<file path="src/rtl/pg_pkg.sv">
package pg_pkg;
  typedef struct packed {
    logic win_all;   // every channel inside its window
    logic ss_all;    // every channel past soft-start
    logic fault;     // at least one channel out of window
    logic dis_fault; // fault while all enables are low
  } pg_stat_t;
endpackage

</file>
<file path="src/rtl/pg_qualify.sv">
module pg_qualify #(
  parameter int NUM_CH = 2
) (
  input  logic [NUM_CH-1:0] win_ok_i,
  input  logic [NUM_CH-1:0] ss_done_i,
  input  logic [NUM_CH-1:0] en_i,
  output pg_pkg::pg_stat_t  stat_o
);
  logic [NUM_CH-1:0] bad_ch;

  for (genvar c = 0; c < NUM_CH; c++) begin : g_ch
    assign bad_ch[c] = ~win_ok_i[c];
  end

  always_comb begin
    stat_o.fault     = |bad_ch;
    stat_o.win_all   = ~stat_o.fault;
    stat_o.ss_all    = &ss_done_i;
    stat_o.dis_fault = stat_o.fault & ~(|en_i);
  end
endmodule

</file>
<file path="src/rtl/pg_deglitch.sv">
module pg_deglitch #(
  parameter int DEGLITCH = 3
) (
  input  logic clk_i,
  input  logic rst_ni,
  input  logic armed_i,
  input  logic fault_i,
  output logic expire_o
);
  localparam int CNT_W = (DEGLITCH > 1) ? $clog2(DEGLITCH) : 1;
  localparam logic [CNT_W-1:0] LAST = CNT_W'(DEGLITCH - 1);

  logic [CNT_W-1:0] cnt_q;

  always_ff @(posedge clk_i or negedge rst_ni) begin
    if (!rst_ni) begin
      cnt_q <= '0;
    end else if (!armed_i || !fault_i) begin
      cnt_q <= '0;
    end else if (cnt_q != LAST) begin
      cnt_q <= cnt_q + 1'b1;
    end
  end

  assign expire_o = armed_i & fault_i & (cnt_q == LAST);
endmodule

</file>
<file path="src/rtl/pg_ov_hold.sv">
module pg_ov_hold (
  input  logic clk_i,
  input  logic rst_ni,
  input  logic ov_latch_i,
  output logic hold_o
);
  always_ff @(posedge clk_i or negedge rst_ni) begin
    if (!rst_ni)         hold_o <= 1'b0;
    else if (ov_latch_i) hold_o <= 1'b1;
  end
endmodule

</file>
<file path="src/rtl/pg_share_monitor.sv">
module pg_share_monitor #(
  parameter int NUM_CH   = 2,
  parameter int DEGLITCH = 3
) (
  input  logic              clk_i,
  input  logic              rst_ni,
  input  logic [NUM_CH-1:0] win_ok_i,
  input  logic [NUM_CH-1:0] ss_done_i,
  input  logic [NUM_CH-1:0] en_i,
  input  logic              ov_latch_i,
  output logic              pgood_o
);
  pg_pkg::pg_stat_t stat;
  logic pg_q;
  logic expire;
  logic ov_hold;
  logic ov_any;

  pg_qualify #(.NUM_CH(NUM_CH)) u_qual (
    .win_ok_i (win_ok_i),
    .ss_done_i(ss_done_i),
    .en_i     (en_i),
    .stat_o   (stat)
  );

  pg_deglitch #(.DEGLITCH(DEGLITCH)) u_dgl (
    .clk_i   (clk_i),
    .rst_ni  (rst_ni),
    .armed_i (pg_q),
    .fault_i (stat.fault),
    .expire_o(expire)
  );

  pg_ov_hold u_ov (
    .clk_i     (clk_i),
    .rst_ni    (rst_ni),
    .ov_latch_i(ov_latch_i),
    .hold_o    (ov_hold)
  );

  assign ov_any = ov_hold | ov_latch_i;

  always_ff @(posedge clk_i or negedge rst_ni) begin
    if (!rst_ni) begin
      pg_q <= 1'b0;
    end else if (ov_any || !stat.ss_all || stat.dis_fault || expire) begin
      pg_q <= 1'b0;
    end else if (stat.win_all) begin
      pg_q <= 1'b1;
    end
  end

  // overvoltage gates the output combinationally
  assign pgood_o = pg_q & ~ov_any;
endmodule

</file>
<file path="config.mk">
export PLATFORM = sky130hd
export DESIGN_NAME = pg_share_monitor
export DESIGN_NICKNAME = d
export VERILOG_FILES = /design/src/rtl/pg_pkg.sv /design/src/rtl/pg_qualify.sv /design/src/rtl/pg_deglitch.sv /design/src/rtl/pg_ov_hold.sv /design/src/rtl/pg_share_monitor.sv
export SDC_FILE = /design/constraint.sdc
export NUM_CORES = 1
export LEC_CHECK = 0
export BUFFER_PORTS_ARGS = -buffer_cell sky130_fd_sc_hd__buf_2
export CAP_MARGIN = 20
export CORE_AREA = 10 10 47 49
export CTS_BUF_LIST = sky130_fd_sc_hd__clkbuf_4 sky130_fd_sc_hd__clkbuf_8
export DETAILED_ROUTE_END_ITERATION = 12
export DIE_AREA = 0 0 57 59
export PLACE_DENSITY_LB_ADDON = 0.08
export SLEW_MARGIN = 20
export SYNTH_ARGS = -nofsm -noshare
export SYNTH_HDL_FRONTEND = slang
export SYNTH_HIERARCHICAL = 1
export SYNTH_SLANG_ARGS = --single-unit
</file>
<file path="constraint.sdc">
create_clock -name clk_i -period 1.3 [get_ports clk_i]
set_input_delay 0.065 -clock clk_i [delete_from_list [all_inputs] [get_ports clk_i]]
set_output_delay 0.065 -clock clk_i [all_outputs]
set_load 0.05 [all_outputs]
</file>
# Word level (Yosys, flattened, before mapping)
# Index checks and enable logic that the tools add are counted.
[totals]
register_bits = 4
in_bits = 9
output_inout_bits = 1
elab_cells = 31
[classes]
add_sub_neg = 1
eq_ne = 3
muxes = 4
bitwise = 9
reduce_logical = 11
[ops]
columns = ["op", "count"]
rows = [
  ["$and A1 B1 Y1", 4],
  ["$logic_or A1 B1 Y1", 4],
  ["$mux W2", 2],
  ["$ne A2 B2 Y1 const B", 2],
  ["$not A1 Y1", 4],
  ["$reduce_or A2 Y1", 2],
  ["$logic_not A1 Y1", 3],
  ["$add A2 B1 Y2 const B", 1],
  ["$eq A2 B2 Y1 const B", 1],
  ["$mux W1", 2],
  ["$reduce_and A2 Y1", 1],
  ["$reduce_bool A2 Y1", 1],
  ["$or A1 B1 Y1", 1],
]

# Logic depth before layout (Yosys ltp)
# Gate-level depths: netlist (run 1).
[logic_depth]
word_depth = 6
depth_mapped = 5

# Hierarchy
# The synthesis (run 1) kept the hierarchy.
[by_module_without_submodules]
columns = ["module", "instances", "cells_each", "area_each_um2", "seq_area_each_um2"]
rows = [
  ["pg_deglitch", 1, 11, 108.9, 50.0],
  ["pg_share_monitor", 1, 5, 48.8, 25.0],
  ["pg_ov_hold", 1, 2, 31.3, 25.0],
  ["pg_qualify", 1, 4, 30.0, 0.0],
]

# Least setup slack after synthesis (run 1)
# OpenSTA, ideal clock, no wires.
[synth_timing]
path_type = "register -> output"
from = "reg u_ov.hold_o"
to = "out pgood_o"
t_arrival_ps = 1516
required_time_ps = 1235
path_slack_ps = -281
path_stages_with_launch = 2
path_buffers = 0
path_cell_list = "dfrtp_1 > nor3b_1"
[synth_between]
elab_chain_cells = 3
[synth_rtl]
columns = ["item", "line", "rtl"]
rows = [
  ["from (decl)", "pg_ov_hold.sv:5", "output logic hold_o"],
  ["from (signal assigned)", "pg_ov_hold.sv:8", "if (!rst_ni) hold_o <= 1'b0;"],
  ["from (signal assigned)", "pg_ov_hold.sv:9", "else if (ov_latch_i) hold_o <= 1'b1;"],
  ["$or A1 B1 Y1", "pg_share_monitor.sv:41", "assign ov_any = ov_hold | ov_latch_i;"],
  ["$not A1 Y1", "pg_share_monitor.sv:54", "assign pgood_o = pg_q & ~ov_any;"],
  ["$and A1 B1 Y1", "pg_share_monitor.sv:54", ""],
  ["to (decl)", "pg_share_monitor.sv:11", "output logic pgood_o"],
]
# No other way between the ends.

# Worst setup path after layout (run 1)
[layout_timing]
from = "reg u_dgl.cnt_q[0]"
to = "reg pg_q"
[layout_between]
elab_chain_cells = 4
elab_cells_between_ends = 5
classes_between = "eq/ne: 2; mux: 1; bitwise: 1; reduce/logical: 1"
[layout_rtl]
columns = ["item", "line", "rtl"]
rows = [
  ["from (decl)", "pg_deglitch.sv:13", "logic [CNT_W-1:0] cnt_q;"],
  ["from (signal assigned)", "pg_deglitch.sv:21", "cnt_q <= cnt_q + 1'b1;"],
  ["$eq A2 B2 Y1 *", "pg_deglitch.sv:25", "assign expire_o = armed_i & fault_i & (cnt_q == LAST);"],
  ["$and A1 B1 Y1 *", "pg_deglitch.sv:25", ""],
  ["named net expire", "pg_share_monitor.sv:15", "logic expire;"],
  ["$logic_or A1 B1 Y1 *", "pg_share_monitor.sv:46", "end else if (ov_any || !stat.ss_all || stat.dis_fault || expire) begin"],
  ["$ne A2 B2 Y1 (no source line) / $mux W1 (equally long branches)", "-", ""],
  ["to (signal assigned)", "pg_share_monitor.sv:45", "pg_q <= 1'b0;"],
  ["to (signal assigned)", "pg_share_monitor.sv:47", "pg_q <= 1'b0;"],
  ["to (signal assigned)", "pg_share_monitor.sv:49", "pg_q <= 1'b1;"],
  ["to (decl)", "pg_share_monitor.sv:14", "logic pg_q;"],
]
# The timed path passes the listed nets; every way through them passes the cells marked *.
# A chain may end at the register's enable or synchronous reset.

==> summary.txt, run 1 <==
Run status
  – Status: complete, but fails checks
  – Failing checks: negative setup slack

GRT
  – Largest net degree at the start of global routing: 5
  – GRT Total Usage: 3.380%
  – Total grt overflow: 0
  – Initial antenna violation count: 0
  – Vias in the first global route: 197
  – First-pass GRT wire length: 855 um

Final layout
  – Share of cells above drive strength 1: 61.54%
  – # fillers: 172
  – Post-layout util: 26.34%
  – Most common cell after layout, fill and taps aside: buf_2
  – Most frequent cells in the layout: buf_2 (9), dfrtp_1 (4), buf_4 (4), clkbuf_4 (3), nand2_1 (3)
  – Post-layout instance area: 369.1 um^2
  – Ant. Diodes: 0
  – P&R area growth vs syn: 68.57%
  – NumNets Final: 51

Yosys
  – Post-synth cell types: 15
  – Adder-cell share of the synthesized area: 5.714%
  – Synth top area share: 45.71%
  – Yosys reg bits: 4
  – Synth Area per Inst: 9.953 um^2
  – Yosys Warn Count: 6
  – Cells after Synth: 22
  – Post-synthesis compound-gate area fraction: 12.00%
  – Xor/xnor share of the synthesized area: 4.000%
  – Largest family of logic cells by synthesized area: simple AND/OR/NAND/NOR gates
  – Top post-synthesis cells by area: dfrtp_1 (46%), a211oi_2 (5.7%), ha_1 (5.7%)
  – Largest area contributor in the netlist: dfrtp_1
  – Mapped cell area: 219.0 um^2
  – Post-synthesis simple-gate area fraction: 30.86%
  – Mapped Nets: 32
  – Register area share after synthesis: 45.71%
  – Mux cell area share after synthesis: 0%

Timing
  – Slew margin rel.: 77.65%
  – Max Slew Vio Count: 0
  – Final hold viol count: 0
  – Unrepaired setup endpoints after global routing: true
  – Post-layout minimum cycle time: 1317 ps
  – Skew final: 2.267 ps
  – Final Worst Setup Slack: -16.85 ps
  – Fin crit share: 101.3%
  – Highest Clock Rate: 759.4 MHz
  – Final setup vio count: 1
  – Worst Max-Slew Pin Slew: 331.8 ps

Route
  – ANT nets after route: 0
  – 1st-pass router iterations: 2
  – Final WL: 568 um
  – DR vias: 212
  – Avg WL per Cell: 10.33 um
  – Drt drc: 0
  – Drt first-iter violations: 1
  – Vias per cell: 3.855

Critical path
  – Crit-path max cell delay: 420 ps
  – Crit-path cells: inv_1, ha_2, and3_4, or4_4, nor2_4
  – CP Data Required Time: 1460 ps
  – Kind of critical path: flip-flop to flip-flop
  – Top delay family on crit path: simple AND/OR/NAND/NOR gates
  – CP bufs+invs: 1
  – Worst path slowest cell: or4_4
  – Worst Path Max Fanout: 2
  – Reg2reg start: u_dgl/cnt_q[0]
  – Critical path endpoint category: flip-flop
  – Crit path DAT: 1480 ps
  – Worst Setup Start Kind: flip-flop
  – Crit path launch: u_dgl/cnt_q[0]

Clock network
  – Clk sinks: 4
  – CTS buffer count: 3
  – Worst-skew pair later-pin latency: 230 ps
  – Reg clk slew, reported paths: 30 ps
  – Clock tree from TritonCTS: done
  – Root buffer cell: clkbuf_4
  – H-Tree Level Count: 1
  – Bufs on Longest Clock Path: 2

Pwr
  – VDD IR max: 0.3123 mV
  – Static Leak: 0.1651 nW
  – PD cells: 796.3 nW/um^2

Floorplan
  – Die area: 3363 um^2
  – Die width: 57 um
  – Die Span Y: 59 um
  – Initial core utilization: 15.63%
  – Num rows: 14
  – IO Count: 10
  – Area of the core: 1401 um^2

Worst hold path
  – Hold Crit Class: primary input to flip-flop
  – Hold path start: ov_latch_i

Placed design
  – Detail Placement HPWL: 498.8 um
  – Final GP Congestion: 0.6192
  – Post-place instance area: 314.1 um^2
  – Count of port buffers added during placement: 9

Flow run
  – # Max-Cap Violations: 0
## metal layers
| metal | vias up | track usage (%) | wire (um) | part of all wire [%] |
|---|---|---|---|---|
| li1 | 109 | - | - | - |
| met1 | 96 | 3.469 | 262 | 46 |
| met2 | 7 | 4.806 | 245 | 43 |
| met3 | 0 | 3.219 | 60 | 11 |
| met4 | 0 | 1.007 | 0 | 0 |
| met5 | - | 0 | 0 | 0 |
## final cells by class
| type | instances | area, um^2 | share of cell area [%] |
|---|---|---|---|
| timing repair buffer | 14 | 85.08 | 23.05 |
| sequential | 4 | 100.1 | 27.12 |
| multi-input combinational | 17 | 137.6 | 37.29 |
| tap | 16 | 20.02 | 5.424 |
| clock buffer | 3 | 22.52 | 6.102 |
| inverter | 1 | 3.754 | 1.017 |
## power by group
part / internal [mW] / leakage, nW / total [mW] / switching (mW)
clock network: 0.103 / 0.0138 / 0.143 / 0.0408
logic: 0.0142 / 0.101 / 0.0253 / 0.0111
registers: 0.125 / 0.0507 / 0.125 / 0.0000000000000000732
total: 0.242 / 0.165 / 0.294 / 0.0518
## through the flow
stage	worst slack (ps)	total power [mW]	hold WS, ps	instances	TNS, ps
final	-16.85	0.2939	82.65	55	-16.85
after global routing	-59.29	0.3148	93.61	55	-59.29
after CTS	-27.11	0.3044	76.97	54	-27.11
after detailed placement	-68.01	0.1491	-126.6	50	-68.01
after global placement	5.141	0.1493	-122.0	50	0
after floorplan	5.950	0.1319	-230.6	22	0
## timing repair
item                       CTS  global route
setup endpoints to repair    1             1
gates resized for setup      4             0
hold buffers                 1             0
setup buffers                0             1
hold endpoints to repair     4             0
## kinds of logic after synthesis
kind of cell | Yosys count
simple gates | 12
compound gates | 3
buf+inv | 1
xor+xnor | 1
fa+ha+maj | 1
flops | 4
## sequential cells by signal, summed over array words and instances (netlist names)
signal,count
u_dgl/cnt_q,2
pg_q,1
u_ov/hold_o,1
## synth_stat cells, drive strengths merged
cell type	instances
a211oi	1
a21oi	1
and2	2
and3	1
dfrtp	4
ha	1
inv	1
nand2	3
nor2	2
nor3b	1
o21ai	1
or2	2
or4	1
xor2	1
## worst paths after layout
kind	endpoint	slack [ps]	depth (start not counted)
setup reg to reg	pg_q	-20	5
setup / recovery	pg_q	-20	5
min in group asynchronous	pg_q	180	2
hold reg to reg	u_ov/hold_o	530	1
hold / removal	u_ov/hold_o	80	2
max in group asynchronous	u_dgl/cnt_q[1]	1010	2
No activity file was read; power rests on OpenSTA's default activity.
==> run 2, diff against run 1 <==
SYNTH_HIERARCHICAL = unset   (was 1)
==> run 2 against run 1 <==
Compared with the run above:
- the flow now finishes without violations
- flip-flop and latch count unchanged
- via count down 16%
- non-clock buffer count down 3
- total power up 1.1%
- count of clock-buffer cells in the layout unchanged
- cell count down 9.1%
- core utilization down 4.6 points
- sequential power about the same
- first-iteration DRC count down 100%
- worst setup slack better by 110 ps
- register-to-register slack better by 110 ps
- largest cell class is now sequential cells
- largest power group unchanged
- highest routed layer unchanged
==> summary.txt, run 2 <==
Route
  – Avg WL per Cell: 9.000 um
  – ANT nets after route: 0
  – Drt drc: 0
  – 1st-pass router iterations: 1
  – DR vias: 178
  – Drt first-iter violations: 0
  – Final WL: 450 um
  – Vias per cell: 3.560

Timing
  – Final setup vio count: 0
  – Worst Max-Slew Pin Slew: 140.0 ps
  – Post-layout minimum cycle time: 1211 ps
  – Highest Clock Rate: 826.0 MHz
  – Unrepaired setup endpoints after global routing: false
  – Setup TNS: 0 ps
  – Hold slack: 69.09 ps
  – Final hold viol count: 0
  – Fin crit share: 93.13%
  – Slew margin rel.: 90.65%
  – Skew final: 0.3155 ps
  – Max Slew Vio Count: 0

Yosys
  – Top post-synthesis cells by area: dfrtp_1 (53%), nor2_1 (9.9%), a211oi_2 (6.6%)
  – Post-synthesis async set-or-reset flop share: 100.0%
  – Top FF cell, synth: dfrtp_1
  – Largest area contributor in the netlist: dfrtp_1
  – Post-synth cell types: 10
  – Cell with the most instances after synthesis: nor2_1
  – Mapped Nets: 30
  – Synth Area per Inst: 9.447 um^2
  – Mapped cell area: 188.9 um^2
  – Synth top area share: 52.98%
  – Post-synth EDFFs: 0
  – Register area share after synthesis: 52.98%
  – Yosys Warn Count: 0
  – Cells after Synth: 20
  – Yosys reg bits: 4
  – Commonest cells in the netlist: nor2_1 (5), dfrtp_1 (4), nand2_1 (3)

Clock network
  – Post-CTS Setup Inserts: 0
  – Worst-skew pair later-pin latency: 230 ps
  – CTS buffer count: 3
  – Bufs on Longest Clock Path: 2
  – Clock tree from TritonCTS: done
  – H-Tree Level Count: 1
  – Root buffer cell: clkbuf_4
  – Reg clk slew, reported paths: 40 ps
  – Clk sinks: 4

Final layout
  – Max reg flops: 2
  – P&R area growth vs syn: 61.59%
  – Storage cell area: 100.1 um^2
  – Most frequent cells in the layout: buf_2 (8), nor2_1 (4), dfrtp_1 (4), nand2_1 (3), clkbuf_4 (3)
  – Footprint of the multi-input gates: 86.33 um^2
  – Share of cells above drive strength 1: 47.06%
  – # fillers: 176
  – Reg with most FFs: u_dgl.cnt_q
  – Top flop regs: u_dgl.cnt_q x2, pg_q x1, u_ov.hold_o x1
  – NumNets Final: 46
  – Ant. Diodes: 0
  – Most common cell after layout, fill and taps aside: buf_2

GRT
  – Vias in the first global route: 212
  – GRT Total Usage: 2.940%
  – Initial antenna violation count: 0
  – First-pass GRT wire length: 765 um
  – Largest net degree at the start of global routing: 5
  – Total grt overflow: 0

Worst hold path
  – Hold Crit Class: primary input to flip-flop

Placed design
  – Detail Placement HPWL: 373.4 um
  – Final GP Congestion: 0.6428
  – Count of port buffers added during placement: 9

Critical path
  – Kind of critical path: flip-flop to flip-flop
  – CP Data Required Time: 1450 ps
  – Crit path DAT: 1360 ps
  – Worst Setup Start Kind: flip-flop
  – Worst Path Max Fanout: 2
  – Critical path endpoint category: flip-flop

Pwr
  – VDD IR max: 0.3139 mV
  – PD cells: 973.8 nW/um^2
  – Static Leak: 0.1457 nW

Floorplan
  – Initial core utilization: 13.48%
  – Die area: 3363 um^2
  – Die Span Y: 59 um
  – Num rows: 14
  – Area of the core: 1401 um^2
  – IO Count: 10
  – Die width: 57 um

Flow run
  – # Max-Cap Violations: 0

Run status
  – Status: finished clean
## run 2: cell count changes after synthesis, sizes merged
cell / before / now
and2: 2 / 0
and3: 1 / 0
inv: 1 / 2
nor2: 2 / 5
nor3b: 1 / 0
o21ai: 1 / 0
or2: 2 / 1
or3: 0 / 1
or4: 1 / 0
## run 2: cell type report
| cell class | count | area share, % |
|---|---|---|
| Clock buffer | 3 | 7.377 |
| Inverter | 2 | 2.459 |
| Multi-Input combinational cell | 14 | 28.28 |
| Sequential cell | 4 | 32.79 |
| Tap cell | 16 | 6.557 |
| Timing Repair Buffer | 11 | 22.54 |
## run 2: logic make-up after synthesis
group / after synthesis / share of synthesized area [%]
adder cells (fa/ha/maj): 1 / 6.621
AO/OA/AOI/OAI: 2 / 9.268
buffers and inverters: 2 / 3.975
XOR/XNOR: 1 / 4.637
AND/OR/NAND/NOR: 10 / 22.52
flip-flops: 4 / 52.98
## run 2: final timing paths
kind | end | startpoint | slack (ps) | depth (start not counted)
max reg2reg | pg_q | u_dgl.cnt_q[0] | 90 | 4
min reg2reg | u_ov.hold_o | u_ov.hold_o | 480 | 1
max | pg_q | u_dgl.cnt_q[0] | 90 | 4
min in group asynchronous | u_dgl.cnt_q[0] | rst_ni | 170 | 2
max in group asynchronous | u_dgl.cnt_q[1] | rst_ni | 1020 | 2
min | u_ov.hold_o | ov_latch_i | 70 | 2
## run 2: per-layer routing
layer	part of all wire [%]	up-vias	global-route usage, %
met3	13	0	1.931
met5	0	-	0
met2	52	6	4.496
met1	35	80	2.497
li1	-	92	-
met4	0	0	3.020
## run 2: stage by stage
step	cells	area, um^2	utilization, %	setup slack (ps)	power (mW)
after detailed placement	46	264.0	18.84	54.63	0.1432
final	50	305.3	21.79	89.30	0.2973
after CTS	50	299.0	21.34	29.24	0.3075
after floorplan	20	191.4	-	57.13	0.1297
after global placement	46	264.0	18.84	36.26	0.1430
after global routing	50	305.3	21.79	18.91	0.3169
## run 2: worst max-delay path, cell delays in order (launching register included)
cell      delay [ps]
dfrtp_1          350
inv_1             50
ha_1             200
or3_1            360
a211oi_2         170
## run 2: repair_timing
item,4_1_cts,5_1_grt
gates resized for setup,1,2
hold endpoints to repair,4,0
setup endpoints to repair,1,2
hold buffers,1,0
pin swaps,0,1
## run 2: where the power goes
group | internal, mW | switching (mW)
sequential | 0.125 | 0.0000000000000000236
combinational | 0.0113 | 0.00704
clock | 0.103 | 0.0505
==> run 3, diff against run 2 <==
clock period = 1.41 ns   (was 1.3 ns; I/O delays follow)
==> run 3 against run 2 <==
Compared with the run above:
- cell count down 2.0%
- clock power is 7% lower
- combinational power fell by 5%
- critical path depth is the same
- cell area down 5.3%
- global-route usage grew 0.74 points
- total power fell by 7.2%
- register-to-register slack hardly changed
- critical path type unchanged
- critical endpoint unchanged
- largest power group unchanged
- highest routed layer is now met4
==> summary.txt, run 3 (synthesized netlist as in run 2, its figures left out) <==
Run status
  – Status: finished clean

Pwr
  – Reg power frac: 41.8%
  – Power share of the clock group: 51.8%
  – Sw frac: 19.83%
  – PD cells: 954.7 nW/um^2
  – Int Power: 0.2212 mW
  – Combinational share of power: 6.4%
  – Static Leak: 0.1377 nW
  – VDD IR max: 0.3157 mV
  – PnR Total Power: 0.2759 mW
  – P_sw: 0.05471 mW

Floorplan
  – Die area: 3363 um^2
  – Die Span Y: 59 um
  – Num rows: 14
  – Area of the core: 1401 um^2
  – IO Count: 10
  – Die width: 57 um
  – Initial core utilization: 13.48%

GRT
  – First-pass GRT wire length: 883 um
  – Met2 global-route usage: 5.116%
  – Initial antenna violation count: 0
  – Met1 usage: 3.095%
  – Met3 Use GR: 3.648%
  – Largest net degree at the start of global routing: 5
  – Busiest grt layer: met2
  – Vias in the first global route: 209
  – Total grt overflow: 0
  – GRT Total Usage: 3.676%

Final layout
  – Max reg flops: 2
  – Final non-filler cell total: 49
  – P&R area growth vs syn: 52.98%
  – Most frequent cells in the layout: buf_2 (8), nor2_1 (5), clkbuf_4 (4), dfrtp_1 (4), nand2_1 (3)
  – Post-layout instance area: 289.0 um^2
  – Reg with most FFs: u_dgl.cnt_q
  – Most common cell after layout, fill and taps aside: buf_2
  – Ant. Diodes: 0
  – Top flop regs: u_dgl.cnt_q x2, pg_q x1, u_ov.hold_o x1
  – Share of cells above drive strength 1: 42.42%
  – Post-layout util: 20.63%
  – NumNets Final: 45

Route
  – Avg WL per Cell: 10.37 um
  – 1st-pass router iterations: 2
  – Drt drc: 0
  – DR vias: 179
  – ANT nets after route: 0
  – Final WL: 508 um
  – Drt first-iter violations: 3
  – Vias per cell: 3.653

Worst hold path
  – Hold Crit Class: primary input to flip-flop

Critical path
  – Crit-path cells: inv_1, ha_1, or3_1, a211oi_2
  – Kind of critical path: flip-flop to flip-flop
  – CP Data Required Time: 1560 ps
  – Top delay family on crit path: simple AND/OR/NAND/NOR gates
  – Worst Setup Start Kind: flip-flop
  – Worst path slowest cell: or3_1
  – CP bufs+invs: 1
  – Critical path endpoint category: flip-flop
  – Crit-path max cell delay: 370 ps
  – Worst Path Max Fanout: 4
  – Crit path DAT: 1460 ps

Timing
  – Max Slew Vio Count: 0
  – Unrepaired setup endpoints after global routing: false
  – Slew margin rel.: 89.48%
  – Fin crit share: 92.77%
  – Final setup vio count: 0
  – Skew final: 2.310 ps
  – Final hold viol count: 0
  – Setup TNS: 0 ps
  – Worst Max-Slew Pin Slew: 157.8 ps
  – Post-layout minimum cycle time: 1308 ps
  – Hold slack: 70.24 ps
  – Highest Clock Rate: 764.5 MHz
  – Final Worst Setup Slack: 102.0 ps

Clock network
  – H-Tree Level Count: 1
  – Clock tree from TritonCTS: done
  – Root buffer cell: clkbuf_4
  – Post-CTS Setup Inserts: 0
  – Reg clk slew, reported paths: 40 ps
  – Clk sinks: 4
  – Worst-skew pair later-pin latency: 230 ps
  – Bufs on Longest Clock Path: 2
  – CTS buffer count: 3

Placed design
  – Count of port buffers added during placement: 9
  – Post-Place Cells: 45
  – Post-place instance area: 254.0 um^2
  – Post-Place Setup Slack: 99.26 ps
  – Detail Placement HPWL: 435 um
  – Final GP Congestion: 0.5959

Flow run
  – # Max-Cap Violations: 0
-- run 3: cell types whose count changed in the layout (fill, tap and decap cells not counted) --
cell      change
nor2_2        -1
buf_4         -1
nor2_1        +1
clkbuf_4      +1
buf_6         -1
or2_4         -1
or2_2         +1
-- run 3: worst paths after layout --
kind,from,cells after the start,end,slack [ps]
worst max-delay path,u_dgl.cnt_q[0],4,pg_q,100
worst min-delay path,ov_latch_i,2,u_ov.hold_o,70
worst max register to register,u_dgl.cnt_q[0],4,pg_q,100
worst min register to register,u_ov.hold_o,1,u_ov.hold_o,480
max in group asynchronous,rst_ni,2,u_dgl.cnt_q[1],1100
min in group asynchronous,rst_ni,2,pg_q,180
-- run 3: power groups by stage --
stage	clock network [mW]	registers (mW)	logic, mW
after floorplan	0	0.117	0.00268
after global placement	0	0.117	0.0155
after detailed placement	0	0.117	0.0158
after global routing	0.168	0.115	0.0195
final	0.143	0.115	0.0175
after CTS	0.155	0.115	0.0181
-- run 3: layout make-up --
cell class | count | area, um^2
fillers | 161 | 1112
flip-flops and latches | 4 | 100.1
multi-input cells | 14 | 81.33
repair buffers | 10 | 57.56
clock buffers | 3 | 22.52
well taps | 16 | 20.02
inverters | 2 | 7.507
-- run 3: per-layer routing --
layer  vias to the layer above  wire length, um
met2                         9              235
met5                         -                0
met1                        77              215
met3                         2               49
met4                         0                8
li1                         91                -
-- run 3: what timing repair did --
| item | in CTS | in global routing |
|---|---|---|
| resized for setup | 0 | 1 |
| hold buffers | 1 | 0 |
| setup endpoints to repair | 0 | 1 |
| hold endpoints to repair | 4 | 0 |
-- run 3: worst register-to-register path, stage by stage, from the launching register on --
cell and delay [ps]:
dfrtp_1 360, inv_1 50, ha_1 240, or3_1 370, a211oi_2 210
